$ cat config.mk
export PLATFORM = sky130hd
export DESIGN_NAME = dram_row_stall_tracker
export DESIGN_NICKNAME = d
export VERILOG_FILES = /design/src/rtl/rowstall_pkg.sv /design/src/rtl/open_row_table.sv /design/src/rtl/access_classifier.sv /design/src/rtl/stall_sequencer.sv /design/src/rtl/event_counters.sv /design/src/rtl/dram_row_stall_tracker.sv
export SDC_FILE = /design/constraint.sdc
export NUM_CORES = 1
export LEC_CHECK = 0
export BUFFER_PORTS_ARGS = -buffer_cell sky130_fd_sc_hd__buf_2
export CORE_MARGIN = 4
export CORE_UTILIZATION = 56
export DETAILED_ROUTE_END_ITERATION = 7
export PLACE_DENSITY_LB_ADDON = 0.3
export SLEW_MARGIN = 20
export SYNTH_ARGS = -nofsm -noshare
export SYNTH_HDL_FRONTEND = slang
export SYNTH_SLANG_ARGS = --single-unit
$ cat constraint.sdc
create_clock -name clk -period 3.94 [get_ports clk]
set_clock_uncertainty 0.2 [all_clocks]
set_input_delay 0 -clock clk [delete_from_list [all_inputs] [get_ports clk]]
set_output_delay 0 -clock clk [all_outputs]
set_load 0.05 [all_outputs]
$ cat src/rtl/rowstall_pkg.sv
`timescale 1ns/1ps
package rowstall_pkg;

    typedef enum logic [1:0] {
        ACC_HIT        = 2'd0,
        ACC_MISS_SAME  = 2'd1,
        ACC_MISS_CROSS = 2'd2
    } acc_kind_e;

    typedef enum logic [1:0] {
        SEQ_IDLE  = 2'd0,
        SEQ_HOLD  = 2'd1,
        SEQ_GRANT = 2'd2
    } seq_state_e;

    typedef struct packed {
        acc_kind_e kind;
        logic      fresh_bank;
    } acc_class_t;

    localparam int EV_HIT   = 0;
    localparam int EV_SAME  = 1;
    localparam int EV_CROSS = 2;
    localparam int EV_ACT   = 3;
    localparam int EV_NC    = 4;
    localparam int EV_STALL = 5;
    localparam int EV_NUM   = 6;

    function automatic int unsigned stall_cycles(acc_kind_e k,
                                                 int unsigned same_n,
                                                 int unsigned cross_n);
        case (k)
            ACC_MISS_SAME:  return same_n;
            ACC_MISS_CROSS: return cross_n;
            default:        return 0;
        endcase
    endfunction

    function automatic int unsigned max_u(int unsigned a, int unsigned b);
        return (a > b) ? a : b;
    endfunction

endpackage

$ cat src/rtl/open_row_table.sv
`timescale 1ns/1ps
module open_row_table #(
    parameter  int BANK_W = 2,
    parameter  int ROW_W  = 12,
    localparam int NBANK  = 1 << BANK_W
) (
    input  logic                         clk,
    input  logic                         rst,
    input  logic                         wr_en,
    input  logic [BANK_W-1:0]            wr_bank,
    input  logic [ROW_W-1:0]             wr_row,
    output logic [NBANK-1:0][ROW_W-1:0]  open_row,
    output logic [NBANK-1:0]             open_vld,
    output logic                         last_vld,
    output logic [BANK_W-1:0]            last_bank
);

    for (genvar b = 0; b < NBANK; b++) begin : g_bank
        logic [ROW_W-1:0] row_q;
        logic             vld_q;

        always_ff @(posedge clk) begin
            if (rst) begin
                row_q <= '0;
                vld_q <= 1'b0;
            end else if (wr_en && (wr_bank == BANK_W'(b))) begin
                row_q <= wr_row;
                vld_q <= 1'b1;
            end
        end

        assign open_row[b] = row_q;
        assign open_vld[b] = vld_q;
    end

    always_ff @(posedge clk) begin
        if (rst) begin
            last_vld  <= 1'b0;
            last_bank <= '0;
        end else if (wr_en) begin
            last_vld  <= 1'b1;
            last_bank <= wr_bank;
        end
    end

endmodule

$ cat src/rtl/access_classifier.sv
`timescale 1ns/1ps
module access_classifier
    import rowstall_pkg::*;
#(
    parameter  int BANK_W = 2,
    parameter  int ROW_W  = 12,
    localparam int NBANK  = 1 << BANK_W
) (
    input  logic [BANK_W-1:0]            bank,
    input  logic [ROW_W-1:0]             row,
    input  logic [NBANK-1:0][ROW_W-1:0]  open_row,
    input  logic [NBANK-1:0]             open_vld,
    input  logic                         last_vld,
    input  logic [BANK_W-1:0]            last_bank,
    output acc_class_t                   cls
);

    logic bank_open;
    logic row_match;
    logic same_bank;

    always_comb begin
        bank_open = open_vld[bank];
        row_match = (open_row[bank] == row);
        same_bank = last_vld && (last_bank == bank);

        cls.fresh_bank = !bank_open;
        if (bank_open && row_match) begin
            cls.kind = ACC_HIT;
        end else if (same_bank) begin
            cls.kind = ACC_MISS_SAME;
        end else begin
            cls.kind = ACC_MISS_CROSS;
        end
    end

endmodule

$ cat src/rtl/stall_sequencer.sv
`timescale 1ns/1ps
module stall_sequencer
    import rowstall_pkg::*;
#(
    parameter  int unsigned SAME_STALL  = 9,
    parameter  int unsigned CROSS_STALL = 5,
    localparam int unsigned MAX_STALL   = max_u(SAME_STALL, CROSS_STALL),
    localparam int          LEN_W       = $clog2(MAX_STALL + 1)
) (
    input  logic       clk,
    input  logic       rst,
    input  logic       in_valid,
    input  logic       out_ready,
    input  acc_class_t cls,
    output logic       in_ready,
    output logic       out_valid,
    output logic       stall_active,
    output acc_class_t fire_cls
);

    seq_state_e       st_q, st_d;
    logic [LEN_W-1:0] cnt_q, cnt_d;
    acc_class_t       held_q, held_d;
    logic [LEN_W-1:0] len;

    always_comb begin
        len = LEN_W'(stall_cycles(cls.kind, SAME_STALL, CROSS_STALL));
    end

    always_comb begin
        st_d         = st_q;
        cnt_d        = cnt_q;
        held_d       = held_q;
        in_ready     = 1'b0;
        out_valid    = 1'b0;
        stall_active = 1'b0;
        fire_cls     = cls;
        unique case (st_q)
            SEQ_IDLE: begin
                if (in_valid) begin
                    if (cls.kind == ACC_HIT) begin
                        out_valid = 1'b1;
                        in_ready  = out_ready;
                    end else begin
                        stall_active = 1'b1;
                        held_d       = cls;
                        if (len <= LEN_W'(1)) begin
                            st_d = SEQ_GRANT;
                        end else begin
                            cnt_d = len - LEN_W'(1);
                            st_d  = SEQ_HOLD;
                        end
                    end
                end
            end
            SEQ_HOLD: begin
                stall_active = 1'b1;
                if (cnt_q <= LEN_W'(1)) begin
                    st_d = SEQ_GRANT;
                end else begin
                    cnt_d = cnt_q - LEN_W'(1);
                end
            end
            SEQ_GRANT: begin
                fire_cls  = held_q;
                out_valid = in_valid;
                in_ready  = out_ready;
                if (in_valid && out_ready) begin
                    st_d = SEQ_IDLE;
                end
            end
            default: begin
                st_d = SEQ_IDLE;
            end
        endcase
    end

    always_ff @(posedge clk) begin
        if (rst) begin
            st_q   <= SEQ_IDLE;
            cnt_q  <= '0;
            held_q <= '{kind: ACC_HIT, fresh_bank: 1'b0};
        end else begin
            st_q   <= st_d;
            cnt_q  <= cnt_d;
            held_q <= held_d;
        end
    end

endmodule

$ cat src/rtl/event_counters.sv
`timescale 1ns/1ps
module event_counters #(
    parameter int NEV   = 6,
    parameter int CNT_W = 32
) (
    input  logic                        clk,
    input  logic                        rst,
    input  logic [NEV-1:0]              evt,
    output logic [NEV-1:0][CNT_W-1:0]   cnt
);

    for (genvar e = 0; e < NEV; e++) begin : g_cnt
        logic [CNT_W-1:0] val_q;

        always_ff @(posedge clk) begin
            if (rst) begin
                val_q <= '0;
            end else if (evt[e]) begin
                val_q <= val_q + CNT_W'(1);
            end
        end

        assign cnt[e] = val_q;
    end

endmodule

$ cat src/rtl/dram_row_stall_tracker.sv
`timescale 1ns/1ps
module dram_row_stall_tracker
    import rowstall_pkg::*;
#(
    parameter  int          COL_W       = 6,
    parameter  int          BANK_W      = 2,
    parameter  int          ROW_W       = 12,
    parameter  int unsigned SAME_STALL  = 9,
    parameter  int unsigned CROSS_STALL = 5,
    parameter  int          CNT_W       = 32,
    localparam int          ADDR_W      = COL_W + BANK_W + ROW_W,
    localparam int          NBANK       = 1 << BANK_W
) (
    input  logic              clk,
    input  logic              rst,
    input  logic              in_valid,
    output logic              in_ready,
    input  logic [ADDR_W-1:0] in_addr,
    output logic              out_valid,
    input  logic              out_ready,
    output logic [ADDR_W-1:0] out_addr,
    output logic [CNT_W-1:0]  cnt_hit,
    output logic [CNT_W-1:0]  cnt_miss_same,
    output logic [CNT_W-1:0]  cnt_miss_cross,
    output logic [CNT_W-1:0]  cnt_act,
    output logic [CNT_W-1:0]  cnt_act_nc,
    output logic [CNT_W-1:0]  cnt_stall
);

    logic [BANK_W-1:0]              acc_bank;
    logic [ROW_W-1:0]               acc_row;
    logic [NBANK-1:0][ROW_W-1:0]    open_row;
    logic [NBANK-1:0]               open_vld;
    logic                           last_vld;
    logic [BANK_W-1:0]              last_bank;
    acc_class_t                     cls;
    acc_class_t                     fire_cls;
    acc_kind_e                      fire_kind;
    logic                           stall_active;
    logic                           fire;
    logic [EV_NUM-1:0]              evt;
    logic [EV_NUM-1:0][CNT_W-1:0]   cnt_all;

    // Field split: column low, bank next, row on top
    assign acc_bank = in_addr[COL_W +: BANK_W];
    assign acc_row  = in_addr[COL_W + BANK_W +: ROW_W];
    assign out_addr = in_addr;

    assign fire      = in_valid && in_ready;
    assign fire_kind = fire_cls.kind;

    open_row_table #(
        .BANK_W (BANK_W),
        .ROW_W  (ROW_W)
    ) u_table (
        .clk       (clk),
        .rst       (rst),
        .wr_en     (fire),
        .wr_bank   (acc_bank),
        .wr_row    (acc_row),
        .open_row  (open_row),
        .open_vld  (open_vld),
        .last_vld  (last_vld),
        .last_bank (last_bank)
    );

    access_classifier #(
        .BANK_W (BANK_W),
        .ROW_W  (ROW_W)
    ) u_class (
        .bank      (acc_bank),
        .row       (acc_row),
        .open_row  (open_row),
        .open_vld  (open_vld),
        .last_vld  (last_vld),
        .last_bank (last_bank),
        .cls       (cls)
    );

    stall_sequencer #(
        .SAME_STALL  (SAME_STALL),
        .CROSS_STALL (CROSS_STALL)
    ) u_seq (
        .clk          (clk),
        .rst          (rst),
        .in_valid     (in_valid),
        .out_ready    (out_ready),
        .cls          (cls),
        .in_ready     (in_ready),
        .out_valid    (out_valid),
        .stall_active (stall_active),
        .fire_cls     (fire_cls)
    );

    always_comb begin
        evt           = '0;
        evt[EV_HIT]   = fire && (fire_cls.kind == ACC_HIT);
        evt[EV_SAME]  = fire && (fire_cls.kind == ACC_MISS_SAME);
        evt[EV_CROSS] = fire && (fire_cls.kind == ACC_MISS_CROSS);
        evt[EV_ACT]   = fire && (fire_cls.kind != ACC_HIT);
        evt[EV_NC]    = fire && (fire_cls.kind != ACC_HIT) && !fire_cls.fresh_bank;
        evt[EV_STALL] = stall_active;
    end

    event_counters #(
        .NEV   (EV_NUM),
        .CNT_W (CNT_W)
    ) u_cnt (
        .clk (clk),
        .rst (rst),
        .evt (evt),
        .cnt (cnt_all)
    );

    assign cnt_hit        = cnt_all[EV_HIT];
    assign cnt_miss_same  = cnt_all[EV_SAME];
    assign cnt_miss_cross = cnt_all[EV_CROSS];
    assign cnt_act        = cnt_all[EV_ACT];
    assign cnt_act_nc     = cnt_all[EV_NC];
    assign cnt_stall      = cnt_all[EV_STALL];

endmodule

==> flow_metrics.env, run 1 <==
export IMPL_clock_sinks=256
export IMPL_first_pass_iters=5
export IMPL_hpwl_mm=19.5
export IMPL_wire_per_inst_microns=15.1
export IMPL_synth_compound_area_share_pct=9.99
export IMPL_r2r_cells=9
export IMPL_io_buffers=225
export IMPL_synthAdderAreaFrac_pct=0.834
export IMPL_die_area_sq_um=23800
export IMPL_yosys_top_cells_count="dfxtp_1 (256), nor2_1 (210), nand2_1 (92), xor2_1 (80), a21oi_1 (79)"
export IMPL_synth_xor_area_share_pct=9.77
export IMPL_relSlewSlack_pct=41.2
export IMPL_hold_viol=0
export IMPL_r2r_start="u_seq.st_q[0]"
export IMPL_syn_cell_area_sq_um=12000
export IMPL_grt_pass1_wl_mm=47.5
export IMPL_track_usage_pct=23.1
export IMPL_area_growth_pct=19.7
export IMPL_synthSimpleGateAreaFrac_pct=24.0
export IMPL_outcome="finished, final reports clean"
export IMPL_synthMostInstantiatedCell="dfxtp_1"
export IMPL_p_leak_uw=0.00601
export IMPL_grtUsageMet3_pct=4.48
export IMPL_ys_seq_area_share_pct=42.7
export IMPL_clock_latency_ns=0.54
export IMPL_endpoint="in_ready"
export IMPL_use_met2_pct=37.6
export IMPL_setup_viol=0
export IMPL_syn_nets=1406
export IMPL_avgSynthCellArea_sq_um=8.73
export IMPL_synth_top_family_by_area="simple AND/OR/NAND/NOR gates"
export IMPL_initial_core_util_pct=57.1
export IMPL_layout_min_cycle_time_ns=3.63
export IMPL_syn_inst=1374
export IMPL_grt_max_degree=115
export IMPL_drt_iter0_drc=494
export IMPL_nets=1611
export IMPL_synth_seq_cells=256
export IMPL_fp_dieH_microns=154
export IMPL_powerDensity_nw_per_um2=402
export IMPL_synth_ff_type="dfxtp_1"
export IMPL_ant_nets=0
export IMPL_ioPinCount=238
export IMPL_grt_pass1_vias=9644
export IMPL_tns_ns=0
export IMPL_grt_util_met1_pct=31.7
export IMPL_required_ns=3.74
export IMPL_worstPathArrival_ns=3.43
export IMPL_path_class="in -> out"
export IMPL_cts_clk_slew_worst_paths_ns=0.06
export IMPL_numCtsBuffers=28
export IMPL_synth_top_area_share_pct=42.7
export IMPL_fmax_ghz=0.276
export IMPL_coreArea_sq_um=21000
export IMPL_critPathMaxFanout=21
export IMPL_endpoint_kind="primary output"
export IMPL_worst_slew_pin_slew_ns=0.882
export IMPL_max_cap_violations=0
export IMPL_rsz0062_at_grt="false"
export IMPL_rr_endpoint="u_cnt.g_cnt[0].val_q[30]"
export IMPL_top_usage_layer="met2"
export IMPL_utilization_pct=68.3
export IMPL_viasPerCell=5.47
export IMPL_synth_cell_type_count=68
export IMPL_cts_root_buf="clkbuf_16"
export IMPL_ff2ff_setup_slack_ns=0.31
export IMPL_start_kind="primary input"
export IMPL_worst_hold_path_type="in -> reg"
export IMPL_critPathLaunch="in_addr[6]"
export IMPL_vias=10300
export IMPL_vdd_drop_max_mv=0.310
export IMPL_async_flop_share_pct=0
export IMPL_finalCritPeriodShare_pct=92.0
export IMPL_overflow=0
export IMPL_drc_errors=0
export IMPL_yosys_mux_area_fraction_pct=7.55
export IMPL_yosys_top_cells_area="dfxtp_1 (43%), nor2_1 (6.6%), mux2i_1 (5.8%), xor2_1 (5.8%), xnor2_1 (3.8%)"
export IMPL_fp_dieW_microns=154
export IMPL_yosysTopAreaCell="dfxtp_1"
export IMPL_synth_edf_count=0
export IMPL_place_congestion=0.838
export IMPL_core_rowCount=53
export IMPL_routed_wl_mm=28.4
export IMPL_cts_tree="built"
export IMPL_htree_levels=1
export IMPL_antenna_found_initial=1
export IMPL_maxSlewViolCount=0
export IMPL_drive_above_1_share_pct=19.9
export IMPL_yosys_warnings=0
export IMPL_clockBufferDepth=3
## how the worst min path moves through the flow
stage | to | startpoint | cells past startpoint
after global placement | out_addr[5] | in_addr[5] | 0
after floorplan | u_table.g_bank[1].row_q[0] | in_addr[8] | 2
after CTS | u_table.g_bank[3].row_q[6] | in_addr[14] | 4
after detailed placement | out_addr[5] | in_addr[5] | 0
after global routing | u_table.g_bank[2].row_q[0] | in_addr[8] | 4
final | u_table.g_bank[3].row_q[0] | in_addr[8] | 4
## layer usage
metal,part of all wire (%),wire (microns)
met5,0,0
met4,2.1,601
met3,6.4,1830
met2,46,13200
met1,45,12800
## cell usage in the layout (no fill, tap or decap), types with 3 or more instances in the layout
cell / n
a2111oi_0: 5
a211oi_1: 3
a21oi_1: 79
and2_1: 10
and3_1: 28
and4_1: 19
buf_2: 223
buf_4: 11
bufinv_16: 5
clkbuf_1: 3
clkbuf_16: 28
clkbuf_8: 6
clkinv_2: 6
dfxtp_1: 256
dlygate4sd3_1: 24
ha_1: 8
inv_1: 39
mux2_2: 3
mux2i_1: 70
mux4_2: 6
nand2_1: 92
nand2b_1: 7
nand3_1: 66
nand4_1: 30
nor2_1: 210
nor2b_1: 9
nor3_1: 20
nor4_1: 6
o2111ai_2: 3
o211ai_1: 4
o21ai_0: 49
o21ai_1: 11
o31ai_1: 7
or2_2: 5
or3_1: 59
or4_1: 7
xnor2_1: 52
xor2_1: 80
## flip-flops by register name, indices dropped and copies added (netlist names)
register              flops
u_cnt.g_cnt.val_q       192
u_table.g_bank.row_q     48
u_seq.cnt_q               4
u_table.g_bank.vld_q      4
u_seq.held_q              3
u_seq.st_q                2
u_table.last_bank         2
u_table.last_vld          1
## worst max-delay path, cell delays in order
cell	delay [ns]
dlygate4sd3_1	0.54
clkbuf_4	0.37
mux2i_1	0.33
mux2_2	0.38
a311oi_2	0.27
o2111ai_2	0.19
nor3_4	0.41
buf_4	0.27
a21o_1	0.12
and3_1	0.22
buf_2	0.29
## metrics by stage
step                      hold slack (ns)  instances  instance area, sq um  total power, uW  setup slack [ns]
after floorplan                   -0.0561       1374                 12000             2950             0.752
after global placement             -0.200       1800                 13100             3000             0.619
after detailed placement           -0.200       1800                 13100             3000             0.519
after CTS                           0.122       1876                 14400             5840             0.170
after global routing                0.175       1877                 14400             5980             0.121
final                               0.153       1877                 14400             5780             0.313
## what timing repair did
action	in CTS	in global routing
endpoints found under the setup margin	0	1
gates resized for setup	0	1
buffers inserted	0	0
hold endpoints to repair	167	0
hold buffers	24	0
## logic make-up (layout without fill, tap and decap cells)
family / count (synthesis) / after routing
xor gates and xnor gates: 133 / 133
adders and majority gates: 8 / 8
AOI/OAI and AO/OA: 188 / 188
muxes: 82 / 82
other: 0 / 1
and+or+nand+nor: 582 / 582
buffers and inverters: 125 / 352
DFF: 256 / 256
## layout make-up
type                            count  area [sq um]
Antenna cell                        1          2.50
Clock inverter                     15           220
Timing Repair Buffer              261          1480
Tap cell                          275           344
Fill cell                        1671          6660
Inverter                           39           146
Sequential cell                   256          5120
Clock buffer                       37           795
Multi-Input combinational cell    993          6250
## power breakdown
| part | switching (uW) | internal, uW |
|---|---|---|
| Clock | 1050 | 1750 |
| Combinational | 237 | 108 |
| Sequential | 23.2 | 2610 |
Note: power is estimated with default switching activity, not from simulation.
==> run 2, diff against run 1 <==
Settings changed: ABC_AREA set to 1, CORE_UTILIZATION 56 to 58.
==> run 2 against run 1 <==
Effect of this change: the run now ends with DRC left; design area increased by 19%; first-iteration DRC count grew to 3.1 times the previous value; area after synthesis is 23% higher; utilization increased by 0.22 points; fmax rose by 1.6%; global-route usage rose by 6.9 points; largest power group unchanged; total power rose by 6.8%; register-to-register slack better by 0.32 ns; clock power up 10%; critical endpoint is now u_cnt.g_cnt[3].val_q[1]; non-clock buffer count up 7; worst hold slack lost 0.0098 ns.
==> flow_metrics.env, run 2 <==
export IMPL_wl_met3_mm=3.89
export IMPL_endpoint_kind="flop"
export IMPL_avgSynthCellArea_sq_um=6.54
export IMPL_cts_tree="built"
export IMPL_cts_root_buf="clkbuf_16"
export IMPL_drt_iter0_drc=1507
export IMPL_rsz0062_at_grt="false"
export IMPL_routed_top_layer="met4"
export IMPL_hold_viol=0
export IMPL_p_leak_uw=0.00673
export IMPL_coreArea_sq_um=25000
export IMPL_worst_slew_pin_slew_ns=1.09
export IMPL_io_buffers=225
export IMPL_drive_above_1_share_pct=12.8
export IMPL_outcome="finished, violations left"
export IMPL_grt_pass1_wl_mm=72.6
export IMPL_max_cap_violations=0
export IMPL_start_kind="primary input"
export IMPL_critPathLaunch="in_addr[7]"
export IMPL_synth_cell_type_count=30
export IMPL_maxSlewViolCount=0
export IMPL_clock_latency_ns=0.57
export IMPL_clockBufferDepth=3
export IMPL_dp_cells=2704
export IMPL_area_growth_pct=16.7
export IMPL_fmax_ghz=0.280
export IMPL_synth_ff_type="dfxtp_1"
export IMPL_path_class="in -> reg"
export IMPL_syn_cell_area_sq_um=14700
export IMPL_place_congestion=1.01
export IMPL_yosys_top_cells_count="nand2_1 (637), dfxtp_1 (256), a21oi_1 (249), nor2_1 (189), nand3_1 (187)"
export IMPL_track_usage_pct=30.0
export IMPL_fp_dieH_microns=167
export IMPL_die_area_sq_um=28000
export IMPL_p_total_uw=6170
export IMPL_worstPathArrival_ns=3.80
export IMPL_syn_inst=2251
export IMPL_first_pass_iters=8
export IMPL_rr_endpoint="u_cnt.g_cnt[3].val_q[1]"
export IMPL_initial_core_util_pct=58.8
export IMPL_core_rowCount=58
export IMPL_reg_largest_list="u_cnt.g_cnt.val_q x192, u_table.g_bank.row_q x48"
export IMPL_yosys_top_cells_area="dfxtp_1 (35%), nand2_1 (16%), a21oi_1 (8.5%), xor2_1 (8.0%), nand3_1 (6.4%)"
export IMPL_post_cts_buffers=0
export IMPL_layout_common_cells="nand2_1 (637), dfxtp_1 (256), a21oi_1 (249)"
export IMPL_r2r_cells=14
export IMPL_routed_wl_mm=44.2
export IMPL_yosysTopAreaCell="dfxtp_1"
export IMPL_syn_nets=2283
export IMPL_yosys_warnings=0
export IMPL_setup_viol=0
export IMPL_layout_min_cycle_time_ns=3.57
export IMPL_utilization_pct=68.5
export IMPL_grt_pass1_vias=14700
export IMPL_top_register="u_cnt.g_cnt.val_q"
export IMPL_nets=2461
export IMPL_antenna_found_initial=0
export IMPL_async_flop_share_pct=0
export IMPL_synth_edf_count=0
export IMPL_largest_reg_flops=192
export IMPL_overflow=0
export IMPL_wire_per_inst_microns=15.9
export IMPL_postCtsResizedCells=0
export IMPL_finalCritPeriodShare_pct=90.6
export IMPL_vias=15900
export IMPL_endpoint="u_cnt.g_cnt[3].val_q[1]"
export IMPL_clock_sinks=256
export IMPL_cts_clk_slew_worst_paths_ns=0.07
export IMPL_r2r_start="u_table.g_bank[2].row_q[4]"
export IMPL_viasPerCell=5.71
export IMPL_numCtsBuffers=30
export IMPL_fp_dieW_microns=167
export IMPL_met2_length_mm=20.5
export IMPL_synth_seq_cells=256
export IMPL_ff2ff_setup_slack_ns=0.63
export IMPL_wirelength_met1_mm=18.3
export IMPL_synth_top_area_share_pct=34.8
export IMPL_layout_commonest_cell="nand2_1"
export IMPL_required_ns=4.17
export IMPL_vdd_drop_max_mv=0.316
export IMPL_critPathMaxFanout=33
export IMPL_grt_max_degree=92
export IMPL_htree_levels=1
export IMPL_ys_seq_area_share_pct=34.8
export IMPL_ioPinCount=238
export IMPL_powerDensity_nw_per_um2=360
export IMPL_relSlewSlack_pct=26.9
export IMPL_hpwl_mm=30.6
export IMPL_violations="DRC"
export IMPL_fin_cells=2783
export IMPL_tns_ns=0
export IMPL_antennaDiodeCount=0
export IMPL_drc_errors=1
export IMPL_ant_nets=0
export IMPL_worst_hold_path_type="in -> reg"
export IMPL_synthMostInstantiatedCell="nand2_1"
-- run 2: cell count changes after synthesis, moves of 70 or more --
| cell | previous run | this run |
|---|---|---|
| a21oi_1 | 79 | 249 |
| inv_1 | 39 | 168 |
| mux2i_1 | 70 | 0 |
| nand2_1 | 92 | 637 |
| nand3_1 | 66 | 187 |
| nor3_1 | 20 | 99 |
-- run 2: cell type report --
cell class	count	area [sq um]
Multi-Input combinational cell	1703	8370
Fill cell	2251	7880
Tap cell	330	413
Clock inverter	23	298
Sequential cell	256	5120
Inverter	170	638
Timing Repair Buffer	268	1510
Clock buffer	33	803
-- run 2: cell families after synthesis --
| logic type | after synthesis | share of synthesized area (%) |
|---|---|---|
| AO/OA/AOI/OAI | 295 | 10.1 |
| XOR/XNOR | 171 | 10.2 |
| adder cells (fa/ha/maj) | 8 | 0.680 |
| buffers and inverters | 292 | 8.37 |
| flip-flops | 256 | 34.8 |
| AND/OR/NAND/NOR | 1229 | 35.8 |
-- run 2: routing by layer --
layer,track usage (%),vias up
li1,-,7732
met1,39.5,7286
met2,49.5,762
met3,5.69,109
met4,10.4,0
met5,0,-
-- run 2: worst min path at each step --
stage | start | endpoint | slack (ns) | depth (start not counted)
6_report | in_addr[9] | u_table.g_bank[3].row_q[1] | 0.14 | 4
4_1_cts | in_addr[15] | u_table.g_bank[1].row_q[7] | 0.11 | 4
2_1_floorplan | in_addr[8] | u_table.g_bank[0].row_q[0] | -0.03 | 2
3_3_place_gp | in_addr[0] | out_addr[0] | -0.20 | 0
5_1_grt | in_addr[9] | u_table.g_bank[2].row_q[1] | 0.15 | 4
3_5_place_dp | in_addr[0] | out_addr[0] | -0.20 | 0
-- run 2: through the flow --
step / instance area (sq um) / hold slack (ns) / setup WS [ns]
after CTS: 17200 / 0.112 / 0.481
after detailed placement: 15800 / -0.200 / 0.463
after floorplan: 14700 / -0.0349 / 1.44
final: 17200 / 0.143 / 0.372
after global placement: 15800 / -0.200 / 0.618
after global routing: 17200 / 0.149 / 0.0441
-- run 2: what timing repair did --
item | in CTS | in global routing
endpoints found under the hold margin | 142 | 0
hold buffers | 23 | 0
endpoints found under the setup margin | 0 | 0
-- run 2: critical path, stage by stage --
cell and delay, ns:
dlygate4sd3_1 0.53, buf_2 0.32, inv_1 0.29, nand2_1 0.21
nor2_1 0.06, nor2_1 0.14, nand3_1 0.09, nand2_1 0.07
nand3_1 0.06, nor2_1 0.27, nand4_1 0.24, a21oi_4 0.28
buf_4 0.37, nand2_2 0.45, o21ai_0 0.34, a21oi_1 0.07
-- run 2: power breakdown --
group | switching [uW] | internal (uW)
Sequential | 20.4 | 2610
Combinational | 359 | 104
Clock | 1200 | 1870
